==> config.mk <==
export PLATFORM = sky130hd
export DESIGN_NAME = vpred_unit
export DESIGN_NICKNAME = d
export VERILOG_FILES = /design/src/rtl/vpred_pkg.sv /design/src/rtl/vpred_decode.sv /design/src/rtl/vpred_lane.sv /design/src/rtl/vpred_merge.sv /design/src/rtl/vpred_unit.sv
export SDC_FILE = /design/constraint.sdc
export NUM_CORES = 1
export LEC_CHECK = 0
export BUFFER_PORTS_ARGS = -buffer_cell sky130_fd_sc_hd__buf_4
export CORE_AREA = 2 2 264 266
export DETAILED_ROUTE_END_ITERATION = 8
export DIE_AREA = 0 0 266 268
export PLACE_DENSITY_LB_ADDON = 0.08
export SETUP_SLACK_MARGIN = 0.4
export SLEW_MARGIN = 20
export SYNTH_ARGS = -nofsm -noshare
export SYNTH_HDL_FRONTEND = slang
export SYNTH_HIERARCHICAL = 1
export SYNTH_SLANG_ARGS = --single-unit
==> constraint.sdc <==
create_clock -name clk -period 2.5 [get_ports clk]
set_input_delay 0.25 -clock clk [delete_from_list [all_inputs] [get_ports clk]]
set_output_delay 0.25 -clock clk [all_outputs]
set_load 0.01 [all_outputs]
==> src/rtl/vpred_pkg.sv <==
package vpred_pkg;

  typedef enum logic [1:0] {
    OP_EQ = 2'd0,
    OP_LT = 2'd1,
    OP_NE = 2'd2,
    OP_GE = 2'd3
  } cmp_op_e;

  typedef struct packed {
    logic       is_cmp;
    logic       is_flt;
    cmp_op_e    op;
    logic [2:0] pdst;
  } cmp_dec_t;

  localparam logic [1:0] QUAD_CMP = 2'b01;
  localparam logic [1:0] F3_HIGH  = 2'b11;

endpackage

==> src/rtl/vpred_decode.sv <==
module vpred_decode
  import vpred_pkg::*;
(
  input  logic [15:0] instr,
  output cmp_dec_t    dec
);
  logic sel_hi, ext;

  always_comb begin
    sel_hi     = instr[13];
    ext        = instr[5];
    dec.is_cmp = (instr[1:0] == QUAD_CMP) && (instr[15:14] == F3_HIGH);
    dec.is_flt = instr[6];
    dec.pdst   = instr[12:10];
    unique case ({sel_hi, ext})
      2'b00:   dec.op = OP_EQ;
      2'b01:   dec.op = OP_LT;
      2'b10:   dec.op = OP_NE;
      default: dec.op = OP_GE;
    endcase
  end
endmodule

==> src/rtl/vpred_lane.sv <==
module vpred_lane
  import vpred_pkg::*;
#(
  parameter int EW   = 16,
  parameter int EXPW = 5
) (
  input  logic [EW-1:0] a,
  input  logic [EW-1:0] b,
  input  logic          is_flt,
  input  cmp_op_e       op,
  output logic          hit
);
  localparam int MANW = EW - EXPW - 1;

  logic          i_eq, i_lt;
  logic          nan_a, nan_b, both_zero, ordered;
  logic          f_eq, f_lt;
  logic [EW-2:0] mag_a, mag_b;
  logic          sa, sb;

  always_comb begin
    i_eq = (a == b);
    i_lt = ($signed(a) < $signed(b));

    sa    = a[EW-1];
    sb    = b[EW-1];
    mag_a = a[EW-2:0];
    mag_b = b[EW-2:0];
    nan_a = (&a[EW-2 -: EXPW]) && (|a[MANW-1:0]);
    nan_b = (&b[EW-2 -: EXPW]) && (|b[MANW-1:0]);
    ordered   = !nan_a && !nan_b;
    both_zero = (mag_a == '0) && (mag_b == '0);

    f_eq = ordered && (both_zero || (a == b));
    if (!ordered || both_zero)
      f_lt = 1'b0;
    else if (sa != sb)
      f_lt = sa;
    else if (!sa)
      f_lt = mag_a < mag_b;
    else
      f_lt = mag_a > mag_b;

    unique case (op)
      OP_EQ:   hit = is_flt ? f_eq : i_eq;
      OP_LT:   hit = is_flt ? f_lt : i_lt;
      OP_NE:   hit = !i_eq;
      default: hit = !i_lt;
    endcase
  end
endmodule

==> src/rtl/vpred_merge.sv <==
module vpred_merge #(
  parameter int NELEM = 8,
  parameter int EW    = 16,
  parameter int VLW   = 4
) (
  input  logic                clk,
  input  logic                rst,
  input  logic                valid,
  input  logic [VLW-1:0]      vl,
  input  logic [NELEM-1:0]    mask,
  input  logic [NELEM*EW-1:0] old_v,
  input  logic [NELEM*EW-1:0] new_v,
  output logic                done,
  output logic [NELEM*EW-1:0] out_v
);
  logic [NELEM*EW-1:0] pick;

  for (genvar g = 0; g < NELEM; g++) begin : g_el
    logic live;
    assign live = mask[g] && (int'(vl) > g);
    assign pick[g*EW +: EW] = live ? new_v[g*EW +: EW] : old_v[g*EW +: EW];
  end

  always_ff @(posedge clk) begin
    if (rst) begin
      done  <= 1'b0;
      out_v <= '0;
    end else begin
      done <= valid;
      if (valid) out_v <= pick;
    end
  end
endmodule

==> src/rtl/vpred_unit.sv <==
module vpred_unit
  import vpred_pkg::*;
#(
  parameter int NELEM = 8,
  parameter int EW    = 16,
  parameter int EXPW  = 5,
  parameter int VLW   = $clog2(NELEM + 1)
) (
  input  logic                clk,
  input  logic                rst,
  input  logic [VLW-1:0]      vec_len,
  input  logic                cmp_valid,
  input  logic [15:0]         cmp_instr,
  input  logic [NELEM*EW-1:0] src_a,
  input  logic [NELEM*EW-1:0] src_b,
  output logic                pred_we,
  output logic [4:0]          pred_reg,
  output logic [NELEM-1:0]    pred_bits,
  output logic                cmp_illegal,
  input  logic                mrg_valid,
  input  logic [NELEM-1:0]    mrg_mask,
  input  logic [NELEM*EW-1:0] mrg_old,
  input  logic [NELEM*EW-1:0] mrg_new,
  output logic                mrg_done,
  output logic [NELEM*EW-1:0] mrg_out
);
  localparam logic [1:0] CREG_BASE = 2'b01;

  cmp_dec_t         dec;
  logic [NELEM-1:0] raw_hits;
  logic [NELEM-1:0] len_mask;
  logic             bad_flt, do_write, do_flag;

  vpred_decode u_dec (
    .instr (cmp_instr),
    .dec   (dec)
  );

  for (genvar g = 0; g < NELEM; g++) begin : g_lane
    vpred_lane #(.EW(EW), .EXPW(EXPW)) u_lane (
      .a      (src_a[g*EW +: EW]),
      .b      (src_b[g*EW +: EW]),
      .is_flt (dec.is_flt),
      .op     (dec.op),
      .hit    (raw_hits[g])
    );
    assign len_mask[g] = int'(vec_len) > g;
  end

  always_comb begin
    bad_flt  = dec.is_flt && ((dec.op == OP_NE) || (dec.op == OP_GE));
    do_flag  = cmp_valid && dec.is_cmp && bad_flt;
    do_write = cmp_valid && dec.is_cmp && !bad_flt;
  end

  always_ff @(posedge clk) begin
    if (rst) begin
      pred_we     <= 1'b0;
      pred_reg    <= '0;
      pred_bits   <= '0;
      cmp_illegal <= 1'b0;
    end else begin
      pred_we     <= do_write;
      cmp_illegal <= do_flag;
      if (do_write) begin
        pred_reg  <= {CREG_BASE, dec.pdst};
        pred_bits <= raw_hits & len_mask;
      end
    end
  end

  vpred_merge #(.NELEM(NELEM), .EW(EW), .VLW(VLW)) u_mrg (
    .clk   (clk),
    .rst   (rst),
    .valid (mrg_valid),
    .vl    (vec_len),
    .mask  (mrg_mask),
    .old_v (mrg_old),
    .new_v (mrg_new),
    .done  (mrg_done),
    .out_v (mrg_out)
  );
endmodule

==> metrics.csv <==
metric,value,unit
reg2reg end,u_mrg/out_v[15]$_SDFFE_PP0P_,
Crit Path Class,input pin to register,
nets,2790,
CTS tree,done,
hold wc startpoint,mrg_old[7],
worst min-delay path class,input pin to register,
fin util,27.3,%
Post-Route Setup TNS,0,ps
row count,96,
IO Pins,688,
largest net degree at the start of global routing,65,
Die Wd,266,µm
Setup crit end kind,register,
Final Critical Period,2090,ps
Pwr per Cell Area,427,mW/mm²
crit path launch type,input pin,
Num CTS Buffers,17,
final hold violation count,0,
share of the synthesized area in the top cell type,24.4,%
vias in the first global route,13971,
Root Buffer Master,clkbuf_16,
Sw Share,32.8,%
Setup crit start,src_a[104],
fin cells,3014,
Int Power,5.34,mW
final period utilization,83.4,%
Largest register FFs,128,
fin. max-slew vios,0,
# Max-Cap Violations,0,
"Seq/Total Area, Yosys",24.4,%
Core Area,0.0682,mm²
pre-CTS setup slack,-204,ps
initial antenna violation count,3,
RR Startpoint,u_mrg/out_v[15]$_SDFFE_PP0P_,
Worst Tran Pin Value,771,ps
Synth Warn #,6,
first-pass GRT wire length,90.0,mm
Starting Density,17.2,%
WL/cell,21.0,µm
part of the power in registers,31.8,%
post-synthesis cell count,1465,
hold slack,48.5,ps
Max Fclk,479,MHz
Via-to-Cell Ratio,4.58,
"Distinct cells, synth",68,
"FFs w/ async S/R, synth",0,%
maximum VDD drop,0.347,mV
GRT Residual Overflow,0,
#FFs+latches synth,143,
First-pass DRT Iterations,5,
# setup viols final,0,
top cell types by occurrence after synthesis,"143 x dfxtp_1, 138 x inv_1, 138 x nor2_1, 128 x ha_1, 119 x a311oi_1",
DIE HEIGHT,268,µm
Syn Std Cell Area,0.0117,mm²
arrival time worst endpoint,2480,ps
Syn-to-layout area delta,58.8,%
number of cells on the worst reg-to-reg path,3,
slew margin rel.,48.6,%
"EDFF count, synth",0,
Critical Path RT,2900,ps
Clock Latency Late Sink,460,ps
Leakage Power,8.75,nW
# H-tree levels,4,
IO Port Bufs,680,
fin worst setup slack,414,ps
vias,13792,
most frequent cell after synthesis,dfxtp_1,
Gate power share,31.2,%
initial DRC count,653,
worst clock skew,0,ps
Worst Setup EP,pred_bits[6]$_SDFFE_PP0P_,
number of nets with antenna violations after routing,0,
critical path peak fanout,3,
die area,0.0713,mm²
Synth Net Count,2137,
Max clock buf depth,2,
Synth Area per Inst,8.01,µm²
gr usage total,17.0,%
DRC Markers,0,
placed insts,2969,
Synth Flop Type,dfxtp_1,
GPL Wtd Cong,0.827,
Reg2Reg Setup Slack,1250,ps
cell accounting for the most synthesized area,dfxtp_1,
P_sw,2.60,mW
HPWL after DPL,51.8,mm
CTS Sinks,143,
RSZ-0062 raised after global routing,yes,
clock share of power,37.0,%
routed wire length,63.3,mm
share of layout cells above drive strength 1,39.8,%
status,finished clean,
largest cells by area after synthesis,"dfxtp_1 24%, ha_1 14%, a311oi_1 8.9%",
Worst-path clk slew,80,ps
[worst min-delay path by stage]
stage / to / slack, ps / depth (start not counted)
after global routing: u_mrg/out_v[7]$_SDFFE_PP0P_ / 10 / 3
final: u_mrg/out_v[7]$_SDFFE_PP0P_ / 50 / 3
after detailed placement: pred_reg[3]$_SDFFE_PP0P_ / 460 / 2
after CTS: u_mrg/out_v[2]$_SDFFE_PP0P_ / 1 / 3
after global placement: pred_reg[3]$_SDFFE_PP0P_ / 450 / 2
after floorplan: pred_bits[7]$_SDFFE_PP0P_ / 320 / 1
[power by group through the flow]
stage	Clock [mW]	Sequential [mW]	Combinational [mW]
finish	2.94	2.53	2.48
global route	3.15	2.55	2.73
CTS	3.08	2.53	2.51
detailed placement	0	2.59	2.48
global placement	0	2.58	2.47
floorplan	0	2.64	0.999
[critical path, stage by stage]
cell	delay [ps]
buf_4	130
ha_1	320
a211o_1	260
o211ai_1	80
a21oi_1	150
o41ai_1	390
buf_4	180
a21oi_1	70
a211oi_2	280
buf_4	160
nand4_1	70
a21oi_1	150
[cells in the final DEF, fill, tap and decap left out, drive strengths merged, types with 8 or more instances in the layout]
cell type    instances
o21ai               82
clkbuf              20
a21oi               63
a21o                17
buf                715
a211o                9
nand4               22
or3                  8
o21bai               8
a211oi              31
nor2               138
nand2b              23
mux2i               16
inv                145
nand2               94
o41ai                9
nor2b               10
a311oi             119
and4                 8
o211ai              25
ha                 128
nand3              116
and3                39
dfxtp              143
dlygate4sd3          9
nor4                35
or4                 42
[stage by stage]
step	cell area (µm²)	total power, mW
2_1_floorplan	11700	3.64
4_1_cts	18500	8.13
3_5_place_dp	17800	5.07
3_3_place_gp	17800	5.05
6_report	18600	7.95
5_1_grt	18600	8.44
[cell type report]
cell class / instances / area (µm²)
clock inverters: 12 / 171
flip-flops and latches: 143 / 2860
multi-input cells: 1092 / 7980
fillers: 7554 / 49600
diodes: 2 / 5.00
inverters: 139 / 522
clock buffers: 19 / 453
repair buffers: 725 / 5530
well taps: 882 / 1100
[cell families after synthesis]
kind of cell | Yosys count | synth area share, %
AND/OR/NAND/NOR | 546 | 26.6
AO/OA/AOI/OAI | 401 | 25.7
buffers and inverters | 230 | 8.28
flip-flops | 143 | 24.4
adder cells (fa/ha/maj) | 128 | 13.7
multiplexers | 16 | 1.37
other | 1 | 0.0320
[timing repair]
item                                   in CTS  in global routing
pin swaps                                   5                 14
buffers inserted                            0                  3
setup endpoints to repair                   2                  5
gates cloned                                0                  0
endpoints found under the hold margin       8                  0
hold buffers                                9                  0
resized for setup                           2                 14
[per-layer routing]
metal	track usage, %	wire length [µm]
met5	0	16
met4	4.51	1080
met3	5.41	4810
met2	31.2	32800
met1	18.7	24500
Power figures use the tool's default switching activity.
